`src/rtl/tri_tap_fir_pkg.sv`:
```
package tri_tap_fir_pkg;

    // Default geometry of one slice
    localparam int DFLT_DATA_W  = 10;
    localparam int DFLT_COEF_W  = 10;
    localparam int DFLT_OUT_W   = 16;
    localparam int DFLT_DROP_W  = 6;
    localparam int DFLT_GUARD_W = 2;
    localparam int DFLT_NTAPS   = 3;

    // Bit position of the half-LSB bias below the kept output bits
    function automatic int bias_pos(input int drop_w);
        return (drop_w > 0) ? drop_w - 1 : 0;
    endfunction

endpackage

```
`src/rtl/tri_tap_fir_tap.sv`:
```
module tri_tap_fir_tap
    import tri_tap_fir_pkg::*;
#(
    parameter int DATA_W  = DFLT_DATA_W,
    parameter int COEF_W  = DFLT_COEF_W,
    parameter int SUM_W   = 24,
    parameter int DROP_W  = DFLT_DROP_W,
    parameter bit ADD_RND = 1'b0
) (
    input  logic                     clk,
    input  logic                     rst,
    input  logic                     wr,
    input  logic        [COEF_W-1:0] coef_bus,
    input  logic signed [DATA_W-1:0] dq,
    input  logic signed [SUM_W-1:0]  acc_in,
    output logic signed [SUM_W-1:0]  acc_q
);

    localparam int PROD_W = DATA_W + COEF_W;
    localparam logic [SUM_W-1:0] ONE  = {{(SUM_W-1){1'b0}}, 1'b1};
    localparam logic [SUM_W-1:0] BIAS = ADD_RND ? (ONE << bias_pos(DROP_W)) : '0;

    logic signed [COEF_W-1:0] coef_q;
    logic signed [PROD_W-1:0] prod;
    logic signed [SUM_W-1:0]  acc_d;

    // Coefficient register: written only under its own strobe
    always_ff @(posedge clk) begin
        if (rst) begin
            coef_q <= '0;
        end else if (wr) begin
            coef_q <= coef_bus;
        end
    end

    always_comb begin
        prod  = PROD_W'(coef_q) * PROD_W'(dq);
        acc_d = acc_in + SUM_W'(prod) + $signed(BIAS);
    end

    // Partial-sum register of this tap
    always_ff @(posedge clk) begin
        if (rst) begin
            acc_q <= '0;
        end else begin
            acc_q <= acc_d;
        end
    end


    coef_load_chk: assert property (@(posedge clk) disable iff (rst)
        wr |=> (coef_q == $past(coef_bus)));


    coef_hold_chk: assert property (@(posedge clk) disable iff (rst)
        !wr |=> $stable(coef_q));

endmodule

```
`src/rtl/tri_tap_fir_gap.sv`:
```
module tri_tap_fir_gap #(
    parameter int W = 24
) (
    input  logic                clk,
    input  logic                rst,
    input  logic                bypass,
    input  logic signed [W-1:0] din,
    output logic signed [W-1:0] dout
);

    logic signed [W-1:0] held;

    // Extra stage always clocks; the selector only picks the tap point
    always_ff @(posedge clk) begin
        if (rst) begin
            held <= '0;
        end else begin
            held <= din;
        end
    end

    always_comb begin
        dout = bypass ? din : held;
    end


    gap_delay_chk: assert property (@(posedge clk) disable iff (rst)
        !bypass |=> (bypass || (dout == $past(din))));

endmodule

```
`src/rtl/tri_tap_fir_rndsat.sv`:
```
module tri_tap_fir_rndsat #(
    parameter int SUM_W  = 24,
    parameter int OUT_W  = 16,
    parameter int DROP_W = 6
) (
    input  logic signed [SUM_W-1:0] acc,
    output logic        [OUT_W-1:0] res
);

    localparam int ACC_W  = OUT_W + DROP_W;
    localparam int HEAD_W = SUM_W - ACC_W + 1;
    localparam logic [OUT_W-1:0] MAX_V = {1'b0, {(OUT_W-1){1'b1}}};
    localparam logic [OUT_W-1:0] MIN_V = {1'b1, {(OUT_W-1){1'b0}}};

    logic [HEAD_W-1:0] head;
    logic              ovf;
    logic              drop_unused;

    always_comb begin
        head        = acc[SUM_W-1:ACC_W-1];
        ovf         = !((&head) || (~|head));
        drop_unused = ^acc[DROP_W-1:0];
        if (ovf) begin
            res = acc[SUM_W-1] ? MIN_V : MAX_V;
        end else begin
            res = acc[ACC_W-1:DROP_W];
        end
    end

endmodule

```
`src/rtl/tri_tap_fir.sv`:
```
module tri_tap_fir
    import tri_tap_fir_pkg::*;
#(
    parameter int DATA_W  = DFLT_DATA_W,
    parameter int COEF_W  = DFLT_COEF_W,
    parameter int OUT_W   = DFLT_OUT_W,
    parameter int DROP_W  = DFLT_DROP_W,
    parameter int GUARD_W = DFLT_GUARD_W,
    parameter int NTAPS   = DFLT_NTAPS
) (
    input  logic              clk,
    input  logic              rst,
    input  logic [NTAPS-1:0]  bypass_sel,
    input  logic [DATA_W-1:0] din,
    input  logic [COEF_W-1:0] coef_bus,
    input  logic [NTAPS-1:0]  coef_wr,
    input  logic [OUT_W-1:0]  chain_in,
    output logic [OUT_W-1:0]  chain_out
);

    localparam int ACC_W = OUT_W + DROP_W;
    localparam int SUM_W = ACC_W + GUARD_W;

    logic signed [DATA_W-1:0] din_q;
    logic        [OUT_W-1:0]  chain_q;
    logic        [OUT_W-1:0]  head;
    logic signed [SUM_W-1:0]  link  [NTAPS];
    logic signed [SUM_W-1:0]  stage [NTAPS];

    // Shared sample register and optional chain-input register
    always_ff @(posedge clk) begin
        if (rst) begin
            din_q   <= '0;
            chain_q <= '0;
        end else begin
            din_q   <= din;
            chain_q <= chain_in;
        end
    end

    always_comb begin
        head    = bypass_sel[0] ? chain_in : chain_q;
        link[0] = {{GUARD_W{head[OUT_W-1]}}, head, {DROP_W{1'b0}}};
    end

    for (genvar k = 0; k < NTAPS; k++) begin : g_tap
        tri_tap_fir_tap #(
            .DATA_W (DATA_W),
            .COEF_W (COEF_W),
            .SUM_W  (SUM_W),
            .DROP_W (DROP_W),
            .ADD_RND(k == NTAPS - 1)
        ) u_tap (
            .clk     (clk),
            .rst     (rst),
            .wr      (coef_wr[k]),
            .coef_bus(coef_bus),
            .dq      (din_q),
            .acc_in  (link[k]),
            .acc_q   (stage[k])
        );

        if (k < NTAPS - 1) begin : g_gap
            tri_tap_fir_gap #(
                .W(SUM_W)
            ) u_gap (
                .clk   (clk),
                .rst   (rst),
                .bypass(bypass_sel[k+1]),
                .din   (stage[k]),
                .dout  (link[k+1])
            );
        end
    end

    tri_tap_fir_rndsat #(
        .SUM_W (SUM_W),
        .OUT_W (OUT_W),
        .DROP_W(DROP_W)
    ) u_rndsat (
        .acc(stage[NTAPS-1]),
        .res(chain_out)
    );


    no_wrap_chk: assert property (@(posedge clk) disable iff (rst)
        stage[NTAPS-1][SUM_W-1] == chain_out[OUT_W-1]);


    chain_reg_chk: assert property (@(posedge clk) disable iff (rst)
        !bypass_sel[0] |=> (bypass_sel[0] ||
            (link[0][ACC_W-1:DROP_W] == $past(chain_in))));

endmodule

```
`config.mk`:
```
export PLATFORM = sky130hd
export DESIGN_NAME = tri_tap_fir
export DESIGN_NICKNAME = d
export VERILOG_FILES = /design/src/rtl/tri_tap_fir_pkg.sv /design/src/rtl/tri_tap_fir_tap.sv /design/src/rtl/tri_tap_fir_gap.sv /design/src/rtl/tri_tap_fir_rndsat.sv /design/src/rtl/tri_tap_fir.sv
export SDC_FILE = /design/constraint.sdc
export NUM_CORES = 1
export LEC_CHECK = 0
export ABC_AREA = 1
export BUFFER_PORTS_ARGS = -buffer_cell sky130_fd_sc_hd__buf_2
export CAP_MARGIN = 20
export CORE_UTILIZATION = 55
export DETAILED_ROUTE_END_ITERATION = 7
export PLACE_DENSITY = 0.81
export SETUP_SLACK_MARGIN = 0.05
export SKIP_CTS_REPAIR_TIMING = 1
export SLEW_MARGIN = 20
export SYNTH_ARGS = -nofsm -noshare
export SYNTH_HDL_FRONTEND = slang
export SYNTH_SLANG_ARGS = --single-unit
```
`constraint.sdc`:
```
create_clock -name clk -period 15.05 [get_ports clk]
set_clock_uncertainty 0.05 [all_clocks]
set_input_delay 1.505 -clock clk [delete_from_list [all_inputs] [get_ports clk]]
set_output_delay 1.505 -clock clk [all_outputs]
set_load 0.01 [all_outputs]
```
==> flow_metrics.tcl, run 1 <==
set metrics [dict create \
    cellPowerDensity_nw_per_um2 131 \
    grt_max_degree 75 \
    htreeDepth 4 \
    nFillCells 3403 \
    rsz0062_at_grt "no" \
    initial_core_util_pct 55.8 \
    worst_pin_slew_ps 1030 \
    clock_sinks 168 \
    hold_depth 2 \
    synth_area_leaders "fa_1 34%, dfxtp_1 16%, inv_1 13%, ha_1 11%, nand2_1 9.4%" \
    cp.required_ps 15410 \
    drv_cap 0 \
    cp_data_arrival_time_ps 6560 \
    cts_tree "done" \
    cts_buffers 17 \
    hold_violations 0 \
    clockBufferDepth 2 \
    sw_frac_of_total_pct 51.5 \
    path_class "reg2reg" \
    synth_top_area_share_pct 33.6 \
    p_leak_uw 0.0129 \
    crit_family "adder cells" \
    syn_to_final_growth_pct 5.63 \
    grt_first_pass_wirelength_mm 89.3 \
    ys_warn_count 0 \
    synth_adder_area_share_pct 44.1 \
    grt_pass1_vias 18472 \
    maxSlewViolCount 0 \
    netlist.top_cell.by_area "fa_1" \
    clockPowerShare_pct 15.2 \
    fp.dieArea_um2 40000 \
    drive_above_1_share_pct 5.60 \
    finalSetupViolCount 0 \
    synth_area_per_cell_um2 7.66 \
    dp_hpwl_mm 42.4 \
    cp_common_cell "inv_1" \
    status "complete, no violations" \
    crit_slowest_cell "clkinv_1" \
    hold_path_class "reg2reg" \
    fin_area_um2 22800 \
    synthFlopType "dfxtp_1" \
    port_buffers 59 \
    synth_area_um2 21600 \
    timing.slew.headroom_pct 30.6 \
    dpl_cell_area_um2 22200 \
    async_flop_share_pct 0 \
    cp_num_buf_inv 6 \
    vias 17307 \
    hold-path-endpoint "g_tap[1].g_gap.u_gap.held[2]" \
    power.combinational.fraction_pct 64.8 \
    grt_antenna_before_repair 0 \
    synthMuxAreaShare_pct 0 \
    viasPerCell 5.18 \
    intPower_uw 1450 \
    ys_seq_area_share_pct 15.6 \
    synth_edf_count 0 \
    track_usage_pct 29.0 \
    nNetsFinal 3395 \
    worstRegToRegCells 19 \
    start_kind "flop" \
    seq_power_share_pct 20.0 \
    drcViolationCount 0 \
    cts_root_buffer "clkbuf_16" \
    crit_chain "clkinv_1 > o21ai_0 > ha_1 > inv_1 > fa_1 > fa_1 > inv_1 > fa_1 > inv_1 > fa_1 > inv_1 > ha_1 > a21oi_1 > o21ai_0 > a21oi_1 > nand3_1 > nand2_1 > inv_1 > nor2_1" \
    synth_top_family_by_area "adder cells" \
    critPathMaxFanout 28 \
    finalCritPeriodShare_pct 41.2 \
    core_um2 38600 \
    hold_start "g_tap[1].u_tap.acc_q[2]" \
    totalWireLength_mm 53.3 \
    reg2reg_from "din_q[9]" \
    slowest_delay_ps 960 \
    synthDistinctLibCells 40 \
    cp-end-kind "flop" \
    power_switching_uw 1540 \
    drt_first_pass_iters 7 \
    detail_route.wl_per_cell_um 16.0 \
    antennaDiodeCount 0 \
    r2r-end "g_tap[1].u_tap.acc_q[23]" \
    gp_congestion 0.943 \
    synth-compound-area-share_pct 6.82 \
    setup_tns_ps 0 \
    syn-num-nets 3406 \
    synthSimpleGateAreaFrac_pct 17.9 \
    dieWidth_um 200 \
    boundaryPins 60 \
    die_h_um 200 \
    netlist_instances 2818 \
    cts.clk_slew.worst_paths_ps 90 \
    ys_ff_latch 168 \
    synth_xor_area_share_pct 0.406 \
    final_common_cell "inv_1" \
    row_count 72 \
    drtIter0Drc 1142 \
    finalCriticalPeriod_ps 6200 \
    peakVddDrop_mv 0.104 \
    fmax_mhz 161 \
    grt_overflow 0 \
    final_antenna_net_count 0 \
    r2r_slack_ps 8850 \
    final_cell_mix "760 x inv_1, 539 x nand2_1, 362 x fa_1, 310 x nor2_1, 182 x ha_1" \
    insertion_delay_ps 480 \
]
[registers in the layout, summed over array words and instances (netlist names)]
signal and cells:
chain_q 16, din_q 10, g_tap.g_gap.u_gap.held 47, g_tap.u_tap.acc_q 65
g_tap.u_tap.coef_q 30
[worst max-delay path by stage]
| stage | slack [ps] | start | cells after the start | end |
|---|---|---|---|---|
| global placement | 8900 | bypass_sel[2] | 19 | g_tap[2].u_tap.acc_q[16] |
| finish | 8850 | din_q[9] | 19 | g_tap[1].u_tap.acc_q[23] |
| global route | 8490 | din_q[9] | 19 | g_tap[1].u_tap.acc_q[23] |
| floorplan | 9660 | bypass_sel[1] | 21 | g_tap[1].u_tap.acc_q[18] |
| detailed placement | 8800 | bypass_sel[2] | 21 | g_tap[2].u_tap.acc_q[22] |
| CTS | 8940 | din_q[9] | 19 | g_tap[1].u_tap.acc_q[23] |
[layout make-up]
type	count	area, µm²	share of cell area, %
Clock buffer	18	439	1.93
Clock inverter	14	148	0.648
Inverter	770	2890	12.7
Multi-Input combinational cell	1782	14900	65.5
Sequential cell	168	3370	14.8
Tap cell	518	648	2.84
Timing Repair Buffer	68	365	1.60
[logic make-up after synthesis]
| group | after synthesis |
|---|---|
| simple gates | 956 |
| buf+inv | 868 |
| fa+ha+maj | 544 |
| compound gates | 272 |
| flops | 168 |
| xor+xnor | 10 |
[synth_stat cells, drive strengths merged (8+ instances only)]
cell type / number
inv: 766
clkbuf: 90
buf: 8
nand3: 41
o21a: 11
a21oi: 135
o21ai: 117
nor2: 315
ha: 182
dfxtp: 168
nand4: 19
nand2: 556
nor3: 14
fa: 362
[layer usage]
layer,track usage (%),routed length (µm),vias to the layer above
li1,-,-,8176
met5,0,0,-
met1,32.7,20200,8343
met2,53.2,27200,615
met4,14.1,2390,0
met3,4.72,3470,173
[worst min-delay path, cell delays in order (launching register included)]
cell	delay (ps)
dfxtp_1	300
inv_1	60
nor2_1	40
[power by group through the flow]
stage / Sequential (µW) / Clock [µW] / Combinational [µW]
after floorplan: 571 / 0 / 1460
final: 597 / 456 / 1940
after global placement: 605 / 0 / 1880
after detailed placement: 605 / 0 / 1920
after CTS: 595 / 461 / 1940
after global routing: 605 / 476 / 2230
[per-stage QoR]
stage | setup WS, ps | util [%] | power, µW | hold slack [ps] | cells
after floorplan | 9660 | - | 2030 | 353 | 2818
after global placement | 8900 | 57.5 | 2480 | 363 | 3306
after detailed placement | 8800 | 57.5 | 2530 | 369 | 3306
after CTS | 8940 | 59.0 | 3000 | 368 | 3338
after global routing | 8490 | 59.0 | 3310 | 388 | 3338
final | 8850 | 59.0 | 2990 | 366 | 3338
(Power assumes the default switching activity.)
==> inputs of run 2 (changes only) <==
Settings changed: PLACE_DENSITY 0.81 to 0.83.
Clock period 15.05 ns to 5.37 ns, I/O delays scaled along.
==> flow_metrics.tcl, run 2 (same netlist as run 1, synthesis figures left out) <==
set metrics [dict create \
    status "complete, no violations" \
    hold_path_class "in2reg" \
    finalCritPeriodShare_pct 94.7 \
    initial_core_util_pct 55.8 \
    htreeDepth 4 \
    path_class "reg2reg" \
    core_um2 38600 \
    dp_slack_ps 121 \
    grt_antenna_before_repair 1 \
    fp.dieArea_um2 40000 \
    cts.clk_slew.worst_paths_ps 80 \
    drt_first_pass_iters 6 \
    largest_registers "g_tap.u_tap.acc_q x65, g_tap.g_gap.u_gap.held x47, g_tap.u_tap.coef_q x30" \
    drive_above_1_share_pct 6.99 \
    boundaryPins 60 \
    cts_buffers 17 \
    totalWireLength_mm 52.8 \
    nNetsFinal 3422 \
    final_cell_mix "759 x inv_1, 538 x nand2_1, 356 x fa_1, 310 x nor2_1, 181 x ha_1" \
    grt_overflow 0 \
    grt_first_pass_wirelength_mm 89.3 \
    setup_tns_ps 0 \
    crit_family "adder cells" \
    hold_violations 0 \
    cts_root_buffer "clkbuf_16" \
    slowest_delay_ps 670 \
    reg2reg_from "din_q[1]" \
    viasPerCell 5.19 \
    drtIter0Drc 1312 \
    drv_cap 0 \
    cp.required_ps 5680 \
    insertion_delay_ps 470 \
    row_count 72 \
    setup_slack_ps 287 \
    regMostFlops "g_tap.u_tap.acc_q" \
    hold_start "din[6]" \
    grt_pass1_vias 18951 \
    cp-end-kind "flop" \
    largest_register_ffs 65 \
    clock_sinks 168 \
    crit_chain "buf_12 > nand2_1 > fa_1 > fa_2 > fa_1 > inv_1 > fa_1 > inv_1 > fa_1 > inv_1 > ha_1 > nand2_1 > nor2_1 > nand2_1 > nor2_1 > nand2_1 > nand3_1 > nand2_1 > nand2_1 > nor2_1" \
    die_h_um 200 \
    antennaDiodeCount 0 \
    final_antenna_net_count 0 \
    gp_congestion 0.931 \
    crit_slowest_cell "fa_1" \
    cp_data_arrival_time_ps 5390 \
    port_buffers 59 \
    syn_to_final_growth_pct 7.46 \
    worst_pin_slew_ps 1080 \
    crit_start "din_q[1]" \
    final_common_cell "inv_1" \
    place_inst 3327 \
    vias 17464 \
    finalCriticalPeriod_ps 5080 \
    cts_tree "done" \
    fmax_mhz 197 \
    cellPowerDensity_nw_per_um2 363 \
    critPathMaxFanout 21 \
    dieWidth_um 200 \
    cp_num_buf_inv 4 \
    drcViolationCount 0 \
    timing.slew.headroom_pct 28.2 \
    final_cells 3364 \
    grt_max_degree 93 \
    maxSlewViolCount 0 \
    track_usage_pct 28.6 \
    peakVddDrop_mv 0.282 \
    detail_route.wl_per_cell_um 15.7 \
    start_kind "flop" \
    dp_hpwl_mm 42.3 \
    finalSetupViolCount 0 \
    p_leak_uw 0.0131 \
    rsz0062_at_grt "no" \
    clockBufferDepth 2 \
    cp_common_cell "nand2_1" \
    fin_util_pct 60.0 \
    hold_slack_ps 227 \
]
[run 2: cell count changes in the layout (fill, tap and decap cells not counted), sizes merged]
cell,delta
clkinvlp,-2
clkinv,-1
buf,+25
bufinv,+2
clkbuf,+3
inv,-1
[run 2: layer usage]
layer	GRT usage, %	up-vias	wire length (µm)
met4	15.0	2	2880
met2	51.6	685	26300
met3	5.06	209	3390
met5	0	-	12
met1	32.3	8331	20200
li1	-	8237	-
[run 2: final timing paths]
check	depth (start not counted)	endpoint	slack, ps
min reg2reg	2	g_tap[1].g_gap.u_gap.held[3]	380
max	20	g_tap[2].u_tap.acc_q[23]	290
min	3	din_q[6]	230
max reg2reg	20	g_tap[2].u_tap.acc_q[23]	290
[run 2: power by group]
| group | switching (µW) | total, µW | internal (µW) | leakage, µW |
|---|---|---|---|---|
| combinational | 3480 | 5430 | 1950 | 0.0114 |
| sequential | 140 | 1660 | 1520 | 0.00139 |
| clock | 605 | 1320 | 713 | 0.000294 |
| total | 4230 | 8410 | 4180 | 0.0131 |
[run 2: area by class of cell]
class | count | area, µm²
clock inverter | 12 | 158
inverter | 770 | 2890
multi-input combinational | 1782 | 15000
sequential | 168 | 3370
timing repair buffer | 95 | 703
fill | 3356 | 15500
tap | 518 | 648
clock buffer | 19 | 443
[run 2: worst min-delay path, stage by stage]
cell	delay (ps)
buf_2	100
inv_1	40
nor2_1	30
[run 2: per-stage QoR]
step | power [µW] | instance area [µm²]
after floorplan | 5700 | 21600
after global placement | 6910 | 22500
after detailed placement | 7030 | 22500
after CTS | 8390 | 23100
after global routing | 9340 | 23200
final | 8410 | 23200
